**src/rtl/dma_rc_pkg.sv**
```systemverilog
package dma_rc_pkg;
  localparam int CTRL_W = 8;
  localparam int IDX_W  = $clog2(CTRL_W);
  localparam int EN_BIT = 7;
  localparam int ST_BIT = 0;

  typedef struct packed {
    logic en;
    logic st;
  } ctrl_t;
endpackage

```
**src/rtl/dma_rc_src_mux.sv**
```systemverilog
module dma_rc_src_mux #(
  parameter int NUM_SRC = 16,
  parameter int SRC_W   = 4
) (
  input  logic [NUM_SRC-1:0] hw_req_i,
  input  logic [SRC_W-1:0]   sel_i,
  output logic               trig_o
);
  always_comb begin
    trig_o = 1'b0;
    for (int i = 0; i < NUM_SRC; i++) begin
      if (sel_i == SRC_W'(i)) trig_o = hw_req_i[i];
    end
  end
endmodule

```
**src/rtl/dma_rc_chan.sv**
```systemverilog
module dma_rc_chan
  import dma_rc_pkg::*;
(
  input  logic              clk_i,
  input  logic              rst_ni,
  input  logic              wr_i,
  input  logic              bit_mode_i,
  input  logic [IDX_W-1:0]  bit_idx_i,
  input  logic [CTRL_W-1:0] data_i,
  input  logic              sw_trig_i,
  input  logic              hw_trig_i,
  input  logic              done_i,
  output logic              en_o,
  output logic              st_o,
  output logic              start_o,
  output logic              abort_o,
  output logic              irq_o
);
  ctrl_t ctrl_q;
  logic  busy_q;
  logic  start_q, abort_q, irq_q;

  logic touch_en, touch_st, val_en, val_st;
  logic st_clr_wr, trig_ok, finish;

  // byte mode: fields at their bit positions; bit mode: value in bit 0
  assign touch_en  = wr_i && (!bit_mode_i || bit_idx_i == IDX_W'(EN_BIT));
  assign touch_st  = wr_i && (!bit_mode_i || bit_idx_i == IDX_W'(ST_BIT));
  assign val_en    = bit_mode_i ? data_i[0] : data_i[EN_BIT];
  assign val_st    = data_i[ST_BIT];
  assign st_clr_wr = touch_st && !val_st;

  assign trig_ok = ctrl_q.en && ctrl_q.st && !busy_q &&
                   (sw_trig_i || hw_trig_i) && !st_clr_wr;
  assign finish  = done_i && busy_q && !st_clr_wr;

  always_ff @(posedge clk_i or negedge rst_ni) begin
    if (!rst_ni) begin
      ctrl_q  <= '0;
      busy_q  <= 1'b0;
      start_q <= 1'b0;
      abort_q <= 1'b0;
      irq_q   <= 1'b0;
    end else begin
      if (touch_en && !ctrl_q.st) ctrl_q.en <= val_en;
      if (st_clr_wr || finish)    ctrl_q.st <= 1'b0;
      else if (touch_st)          ctrl_q.st <= 1'b1;
      if (st_clr_wr || finish)    busy_q <= 1'b0;
      else if (trig_ok)           busy_q <= 1'b1;
      start_q <= trig_ok;
      abort_q <= st_clr_wr && busy_q;
      irq_q   <= finish;
    end
  end

  assign en_o    = ctrl_q.en;
  assign st_o    = ctrl_q.st;
  assign start_o = start_q;
  assign abort_o = abort_q;
  assign irq_o   = irq_q;

  assert_en_locked_R3: assert property (@(posedge clk_i) disable iff (!rst_ni)
    ctrl_q.st |=> $stable(ctrl_q.en));
  assert_start_armed_R5: assert property (@(posedge clk_i) disable iff (!rst_ni)
    start_o |-> (ctrl_q.st && busy_q));
  assert_start_single_R6: assert property (@(posedge clk_i) disable iff (!rst_ni)
    start_o |=> !start_o);
  assert_busy_armed_R6: assert property (@(posedge clk_i) disable iff (!rst_ni)
    busy_q |-> (ctrl_q.st && ctrl_q.en));
  assert_irq_cleared_R7: assert property (@(posedge clk_i) disable iff (!rst_ni)
    irq_o |-> (!ctrl_q.st && !busy_q));
  assert_abort_no_irq_R8: assert property (@(posedge clk_i) disable iff (!rst_ni)
    abort_o |-> (!irq_o && !ctrl_q.st));
endmodule

```
**src/rtl/dma_run_ctrl.sv**
```systemverilog
module dma_run_ctrl
  import dma_rc_pkg::*;
#(
  parameter int NUM_CH  = 2,
  parameter int SRC_W   = 4,
  parameter int NUM_SRC = 16,
  parameter int ADDR_W  = (NUM_CH > 1) ? $clog2(NUM_CH) : 1
) (
  input  logic                    clk_i,
  input  logic                    rst_ni,
  input  logic                    wr_en_i,
  input  logic [ADDR_W-1:0]       wr_addr_i,
  input  logic                    wr_bit_mode_i,
  input  logic [IDX_W-1:0]        wr_bit_idx_i,
  input  logic [CTRL_W-1:0]       wr_data_i,
  input  logic [ADDR_W-1:0]       rd_addr_i,
  output logic [CTRL_W-1:0]       rd_data_o,
  input  logic [NUM_CH*SRC_W-1:0] src_sel_i,
  input  logic [NUM_SRC-1:0]      hw_req_i,
  input  logic [NUM_CH-1:0]       sw_trig_i,
  input  logic [NUM_CH-1:0]       done_i,
  output logic [NUM_CH-1:0]       ch_en_o,
  output logic [NUM_CH-1:0]       start_o,
  output logic [NUM_CH-1:0]       abort_o,
  output logic [NUM_CH-1:0]       irq_o
);
  logic [NUM_CH-1:0] en_w, st_w, hw_trig_w, wr_sel_w;

  for (genvar c = 0; c < NUM_CH; c++) begin : g_ch
    assign wr_sel_w[c] = wr_en_i && (wr_addr_i == ADDR_W'(c));

    dma_rc_src_mux #(.NUM_SRC(NUM_SRC), .SRC_W(SRC_W)) u_src (
      .hw_req_i (hw_req_i),
      .sel_i    (src_sel_i[c*SRC_W +: SRC_W]),
      .trig_o   (hw_trig_w[c])
    );

    dma_rc_chan u_chan (
      .clk_i      (clk_i),
      .rst_ni     (rst_ni),
      .wr_i       (wr_sel_w[c]),
      .bit_mode_i (wr_bit_mode_i),
      .bit_idx_i  (wr_bit_idx_i),
      .data_i     (wr_data_i),
      .sw_trig_i  (sw_trig_i[c]),
      .hw_trig_i  (hw_trig_w[c]),
      .done_i     (done_i[c]),
      .en_o       (en_w[c]),
      .st_o       (st_w[c]),
      .start_o    (start_o[c]),
      .abort_o    (abort_o[c]),
      .irq_o      (irq_o[c])
    );
  end

  assign ch_en_o = en_w;

  always_comb begin
    rd_data_o = '0;
    for (int i = 0; i < NUM_CH; i++) begin
      if (rd_addr_i == ADDR_W'(i)) begin
        rd_data_o[EN_BIT] = en_w[i];
        rd_data_o[ST_BIT] = st_w[i];
      end
    end
  end

  assert_wr_onehot_R2: assert property (@(posedge clk_i) disable iff (!rst_ni)
    $onehot0(wr_sel_w));
endmodule

```
**config.mk**
```make
export PLATFORM = sky130hd
export DESIGN_NAME = dma_run_ctrl
export DESIGN_NICKNAME = d
export VERILOG_FILES = /design/src/rtl/dma_rc_pkg.sv /design/src/rtl/dma_rc_src_mux.sv /design/src/rtl/dma_rc_chan.sv /design/src/rtl/dma_run_ctrl.sv
export SDC_FILE = /design/constraint.sdc
export NUM_CORES = 1
export LEC_CHECK = 0
export CAP_MARGIN = 20
export CORE_MARGIN = 10
export CORE_UTILIZATION = 35
export CTS_CLUSTER_SIZE = 20
export DETAILED_ROUTE_END_ITERATION = 6
export DONT_BUFFER_PORTS = 1
export HOLD_SLACK_MARGIN = 0.08
export SETUP_SLACK_MARGIN = 0.2
export SLEW_MARGIN = 20
export SYNTH_ARGS = -nofsm -noshare
export SYNTH_HDL_FRONTEND = slang
export SYNTH_SLANG_ARGS = --single-unit
export TNS_END_PERCENT = 1
```
**constraint.sdc**
```tcl
create_clock -name clk_i -period 2 [get_ports clk_i]
set_clock_uncertainty 0.15 [all_clocks]
set_input_delay 0.2 -clock clk_i [delete_from_list [all_inputs] [get_ports clk_i]]
set_output_delay 0.2 -clock clk_i [all_outputs]
set_load 0.005 [all_outputs]
```
== Yosys cells after proc, flatten, opt, wreduce, memory -nomap -nowiden ==
Cells that the tools add are included.

* $add $sub $neg: 0
* Multipliers: 0
* Div/mod/pow operators: 0
* $lt $le $gt $ge: 0
* Eq/ne operators: 31
* Shifts and indexed selects: 0
* Muxes and demuxes: 43
* Bitwise operators: 1
* Reduce and logical (&&, ||, !) cells: 45

{| class="wikitable"
|+ Operators with widths
! cell !! number
|-
| $eq 4x4->1 const B || 16
|-
| $mux 1 || 43
|-
| $eq 4x3->1 const B || 8
|-
| $logic_and 1x1->1 || 24
|-
| $eq 4x2->1 const B || 4
|-
| $eq 4x1->1 const B || 2
|-
| $logic_not 1->1 || 8
|-
| $logic_not 4->1 || 2
|-
| $reduce_bool 2->1 || 4
|-
| $logic_or 1x1->1 || 6
|-
| $eq 3x3->1 const B || 1
|-
| $logic_not 3->1 || 1
|-
| $not 1->1 || 1
|}

* Register bits: 12
* Bits in latches: 0
* Bits in writable memories: 0
* Bits in read-only memories: 0
* Input port bits: 45
* Output and inout bits: 16
* Word-level logic and storage cells: 132
* Memories: 0

== Longest topological paths before layout ==
* Word-level depth: 22
* Depth in mapped cells: 6

== By module ==
Synthesis repeated with hierarchy kept, for this count alone.

* Cells, all modules: 99
* Area total of the unflattened synthesis: 992.2 µm²

{| class="wikitable"
|+ Modules (own cells, without submodules)
! module !! times used !! cells an instance !! area an instance (µm²)
|-
| dma_rc_chan || 2 || 28 || 284.0
|-
| dma_rc_src_mux || 2 || 16 || 170.2
|-
| dma_run_ctrl || 1 || 11 || 83.8
|}

== Worst setup path before layout ==
Ideal clock, no wire load.

* Path type: input port to flip-flop
* Start point: input src_sel_i[0]
* End point: register g_ch[0].u_chan.busy_q
* Arrival time: 1307 ps
* Required time: 1715 ps
* Path slack: 408 ps
* Stages: 6
* Path through: buf_6 mux4_2 o2111ai_1 a21o_1 o31a_2 a21oi_2

* Longest elaborated chain between the ends: 21
* Elaborated cells on any way between the ends: 36
* Classes of those cells: eq/ne (15); mux (16); reduce/logical (5)

{| class="wikitable"
|+ RTL lines
! what !! line !! text
|-
| from (decl) || dma_run_ctrl.sv:18 || <nowiki>input logic [NUM_CH*SRC_W-1:0] src_sel_i,</nowiki>
|-
| $logic_not 4->1 || dma_rc_src_mux.sv:12 || <nowiki>if (sel_i == SRC_W'(i)) trig_o = hw_req_i[i];</nowiki>
|-
| $mux 1 (15 in series) || dma_rc_src_mux.sv:12 ||
|-
| $mux 1 * || dma_rc_src_mux.sv:12 ||
|-
| $logic_or 1x1->1 * || dma_rc_chan.sv:34 || <nowiki>(sw_trig_i || hw_trig_i) && !st_clr_wr;</nowiki>
|-
| $logic_and 1x1->1 * || dma_rc_chan.sv:33 || <nowiki>assign trig_ok = ctrl_q.en && ctrl_q.st && !busy_q &&</nowiki>
|-
| $logic_and 1x1->1 * || dma_rc_chan.sv:34 ||
|-
| $reduce_bool 2->1 (no source line) * || - ||
|-
| to (signal assigned) || dma_rc_chan.sv:40 || <nowiki>busy_q <= 1'b0;</nowiki>
|-
| to (signal assigned) || dma_rc_chan.sv:48 || <nowiki>if (st_clr_wr || finish) busy_q <= 1'b0;</nowiki>
|-
| to (signal assigned) || dma_rc_chan.sv:49 || <nowiki>else if (trig_ok) busy_q <= 1'b1;</nowiki>
|-
| to (decl) || dma_rc_chan.sv:20 || <nowiki>logic busy_q;</nowiki>
|}

Mark *: on every way between the ends. The rest lies on a longest branch, timed or not.
A chain may end at the register's enable or synchronous reset.

== Worst setup path in the final report ==
* Start point: input wr_addr_i
* End point: register g_ch[1].u_chan.busy_q

* Longest elaborated chain between the ends: 7
* Elaborated cells on any way between the ends: 9
* Classes of those cells: mux (1); reduce/logical (8)

{| class="wikitable"
|+ RTL lines
! what !! line !! text
|-
| from (decl) || dma_run_ctrl.sv:12 || <nowiki>input logic [ADDR_W-1:0] wr_addr_i,</nowiki>
|-
| $logic_and 1x1->1 * || dma_run_ctrl.sv:30 || <nowiki>assign wr_sel_w[c] = wr_en_i && (wr_addr_i == ADDR_W'(c));</nowiki>
|-
| $logic_and 1x1->1 * || dma_rc_chan.sv:28 || <nowiki>assign touch_st = wr_i && (!bit_mode_i || bit_idx_i == IDX_W'(ST_BIT));</nowiki>
|-
| $logic_and 1x1->1 * || dma_rc_chan.sv:31 || <nowiki>assign st_clr_wr = touch_st && !val_st;</nowiki>
|-
| $logic_not 1->1 || dma_rc_chan.sv:34, dma_rc_chan.sv:35 ||
|-
| $logic_and 1x1->1 || dma_rc_chan.sv:35 || <nowiki>assign finish = done_i && busy_q && !st_clr_wr;</nowiki>
|-
| $logic_or 1x1->1 || dma_rc_chan.sv:48 ||
|-
| $mux 1 or $reduce_bool 2->1 (tied branches) || - ||
|-
| to (signal assigned) || dma_rc_chan.sv:40 ||
|-
| to (signal assigned) || dma_rc_chan.sv:48 ||
|-
| to (signal assigned) || dma_rc_chan.sv:49 ||
|-
| to (decl) || dma_rc_chan.sv:20 ||
|}

Marks and branches as above.

==> tab_implementation.tex <==
\begin{tabular}{lr}
\hline
Metric & Value \\
\hline
\multicolumn{2}{l}{\textbf{Power and ir drop}} \\
\quad Pwr per Cell Area & 729 nW/um2 \\
\quad Worst-case vdd ir drop & 0.546 mV \\
\quad Static Leak & 0.468 nW \\
\quad Total power draw & 0.795 mW \\
\multicolumn{2}{l}{\textbf{Synthesis}} \\
\quad Cell types with the highest counts after synthesis & sky130\_fd\_sc\_hd\_\_buf\_4 (14), sky130\_fd\_sc\_hd\_\_dfrtp\_1 (12), sky130\_fd\_sc\_hd\_\_nand2\_1 (11) \\
\quad Area share of the largest cell type after synthesis & 29.4\% \\
\quad Post-synth EDFFs & 0 \\
\quad Primary flip-flop cell chosen by synthesis mapping & sky130\_fd\_sc\_hd\_\_dfrtp\_1 \\
\quad Count of yosys warnings during synthesis & 0 \\
\quad Post-synthesis cell type count & 34 \\
\quad Cell with the most instances after synthesis & sky130\_fd\_sc\_hd\_\_buf\_4 \\
\quad Biggest area consumer among synthesized cells & sky130\_fd\_sc\_hd\_\_dfrtp\_1 \\
\quad Number of instances in the synthesized netlist & 105 \\
\quad Ys async rst share & 100\% \\
\quad Register area share after synthesis & 29.4\% \\
\quad Flops \& latches, synth & 12 \\
\quad Post-synth design cell area & 1020 um2 \\
\quad Mean instance size in the synthesized netlist & 9.72 um2 \\
\quad Top cells by area, synth & sky130\_fd\_sc\_hd\_\_dfrtp\_1 (29\%), sky130\_fd\_sc\_hd\_\_buf\_4 (10\%), sky130\_fd\_sc\_hd\_\_mux4\_1 (7.7\%) \\
\multicolumn{2}{l}{\textbf{Timing}} \\
\quad Final setup violating endpoints & 0 \\
\quad Period Utilization, post-route & 85.0\% \\
\quad Slew at the pin closest to its max-slew limit & 540 ps \\
\quad Unrepaired setup endpoints after global routing & false \\
\quad Final Slew Violations & 0 \\
\quad Rel. slew slack & 63.9\% \\
\quad Final hold vios & 0 \\
\quad Tightest hold margin & 105 ps \\
\quad Crit path setup slack, layout & 301 ps \\
\quad Final Critical Period & 1700 ps \\
\quad Peak Freq & 0.588 GHz \\
\quad Final-layout setup total negative slack & 0 ps \\
\multicolumn{2}{l}{\textbf{Floorplan}} \\
\quad Core area & 2780 um2 \\
\quad Row count & 19 \\
\quad Die boundary width & 74.0 um \\
\quad Die Area & 5480 um2 \\
\quad Ports & 61 \\
\quad Initial standard-cell utilization of the core & 36.7\% \\
\quad Vertical die dimension & 74.0 um \\
\multicolumn{2}{l}{\textbf{Detailed routing}} \\
\quad Wirelength per Cell & 18.2 um \\
\quad Detail-routed via count per cell & 5.59 \\
\quad Overall via count from detail\_route & 777 \\
\quad Total iterations of the first detailed-routing run & 4 \\
\quad Routed wire length & 2530 um \\
\quad Number of antenna-violating nets in the routed design & 0 \\
\quad Residual DRC count & 0 \\
\quad Drt initial violations & 31 \\
\multicolumn{2}{l}{\textbf{Cells and area}} \\
\quad Non-filler cells in the finished layout & 139 \\
\quad Antenna Diode Count & 0 \\
\quad Filler Cell Count & 285 \\
\quad Final core occ & 39.2\% \\
\quad Final Net Count & 155 \\
\quad Synth-to-layout area growth & 6.74\% \\
\quad Fraction of layout instances using a drive strength above 1 & 13.9\% \\
\quad Final design instance area without fill & 1090 um2 \\
\multicolumn{2}{l}{\textbf{Placed design}} \\
\quad Count of port buffers added during placement & 0 \\
\quad Post-detailed-placement cell area & 947 um2 \\
\quad Half-perimeter wire length after placement & 2050 um \\
\quad Placed cells & 124 \\
\quad Final weighted congestion in routability-driven placement & 0.697 \\
\quad Pre-CTS worst setup slack & 449 ps \\
\multicolumn{2}{l}{\textbf{Clock network}} \\
\quad Insertion delay to the later sink of the worst-skew pair & 260 ps \\
\quad Hold Buf Count CTS & 12 \\
\quad Number of H-tree branching levels & 1 \\
\quad Clock root buffer & sky130\_fd\_sc\_hd\_\_clkbuf\_4 \\
\quad Total of cells resized after clock tree synthesis & 0 \\
\quad Total clock sinks & 12 \\
\quad Total CTS buffers & 3 \\
\quad Post-CTS setup repair buffer count & 0 \\
\quad Clock Pin Slew Worst Setup and Hold Paths & 60 ps \\
\quad TritonCTS clock tree & done \\
\quad Max Buffers Root-to-Sink & 2 \\
\multicolumn{2}{l}{\textbf{Critical path}} \\
\quad Largest incremental delay on the critical path & 600 ps \\
\quad CP Max Fanout & 5 \\
\quad Data arrival at the endpoint of the critical path & 1710 ps \\
\quad Critical-path top delay cell & sky130\_fd\_sc\_hd\_\_dlygate4sd3\_1 \\
\quad Cell-by-cell trace of the critical path & dlygate4sd3\_1 > nand3\_1 > nor2\_1 > or4\_4 > o32ai\_1 \\
\quad Setup crit end kind & flip-flop \\
\quad Worst path required time & 2010 ps \\
\quad Kind of critical path & in2reg \\
\quad Sort of element at the start of the critical path & input pin \\
\quad WP buf/inv & 1 \\
\quad Largest delay contributor family on the critical path & simple AND/OR/NAND/NOR gates \\
\multicolumn{2}{l}{\textbf{Hold path}} \\
\quad Worst hold path class & in2reg \\
\multicolumn{2}{l}{\textbf{Global route}} \\
\quad GRT Util Overall & 9.13\% \\
\quad Global-route wire length before repair & 3930 um \\
\quad Initial antenna violation count & 0 \\
\quad Vias in the first global route & 847 \\
\quad Maximum number of pins on one net before global-route repair & 13 \\
\quad Global route total overflow & 0 \\
\multicolumn{2}{l}{\textbf{Flow run}} \\
\quad \# Max-Cap Violations & 0 \\
\multicolumn{2}{l}{\textbf{Status}} \\
\quad Result of the run & finished clean \\
\hline
\end{tabular}
[sequential cells by signal, summed over array words and instances (netlist names)]
| name | flops |
|---|---|
| g_ch.u_chan.busy_q | 2 |
| g_ch.u_chan.abort_o | 2 |
| g_ch.u_chan.en_o | 2 |
| g_ch.u_chan.irq_o | 2 |
| g_ch.u_chan.st_o | 2 |
| g_ch.u_chan.start_o | 2 |
[path summary, 6_finish.rpt]
path / startpoint / end / slack (ps) / depth (start not counted)
max in group asynchronous: rst_ni / g_ch[1].u_chan.busy_q / 1140 / 1
min in group asynchronous: rst_ni / g_ch[0].u_chan.st_o / 200 / 1
max: wr_addr_i / g_ch[1].u_chan.busy_q / 300 / 5
min reg2reg: g_ch[0].u_chan.busy_q / g_ch[0].u_chan.st_o / 340 / 1
max reg2reg: g_ch[0].u_chan.busy_q / g_ch[0].u_chan.abort_o / 520 / 3
min: src_sel_i[6] / g_ch[1].u_chan.busy_q / 100 / 3
[logic make-up (layout without fill, tap and decap cells)]
logic type | after synthesis | count (layout) | share of synthesized area (%)
multiplexers | 15 | 15 | 23.8
other | 1 | 6 | 0.367
flip-flops | 12 | 12 | 29.4
AND/OR/NAND/NOR | 35 | 35 | 17.5
buffers and inverters | 23 | 21 | 15.1
AO/OA/AOI/OAI | 19 | 19 | 13.8
[cell type report]
cell class | instances | area, um2 | area share (%)
Sequential cell | 12 | 300 | 27.6
Multi-Input combinational cell | 75 | 586 | 53.7
Inverter | 6 | 22.5 | 2.07
Timing Repair Buffer | 12 | 120 | 11.0
Clock buffer | 3 | 22.5 | 2.07
Tap cell | 31 | 38.8 | 3.56
[cell usage in the layout, fill, tap and decap left out, types with 2 or more instances in the layout]
cell type	netlist	final
sky130_fd_sc_hd__nand2b_1	4	4
sky130_fd_sc_hd__nor2_1	6	6
sky130_fd_sc_hd__mux4_1	3	3
sky130_fd_sc_hd__mux2i_1	4	4
sky130_fd_sc_hd__a21o_1	2	2
sky130_fd_sc_hd__dfrtp_1	12	12
sky130_fd_sc_hd__nor3_1	7	7
sky130_fd_sc_hd__inv_1	6	6
sky130_fd_sc_hd__dlygate4sd3_1	0	12
sky130_fd_sc_hd__clkbuf_4	0	3
sky130_fd_sc_hd__nand3_1	2	2
sky130_fd_sc_hd__conb_1	1	6
sky130_fd_sc_hd__mux2_2	5	5
sky130_fd_sc_hd__mux4_2	3	3
sky130_fd_sc_hd__a21oi_1	5	5
sky130_fd_sc_hd__nand2_1	11	11
[metal layers]
layer  up-vias  wire length [um]  GRT usage [%]
li1        375                 -              -
met1       350               924           9.91
met2        48              1050           13.2
met3         4               501           6.12
met4         0                51           4.97
met5         -                 0              0
[worst reg2reg max path: stages (launching register included)]
cell and delay [ps]:
sky130_fd_sc_hd__dfrtp_1 380, sky130_fd_sc_hd__inv_1 90, sky130_fd_sc_hd__nor4_1 230, sky130_fd_sc_hd__dlygate4sd3_1 580
[power breakdown]
part | switching, mW | total (mW) | internal (mW) | leakage [nW]
combinational | 0.107 | 0.250 | 0.142 | 0.297
sequential | 0.0834 | 0.407 | 0.323 | 0.158
clock | 0.0690 | 0.139 | 0.0695 | 0.0138
Note: power is estimated with default switching activity, not from simulation.
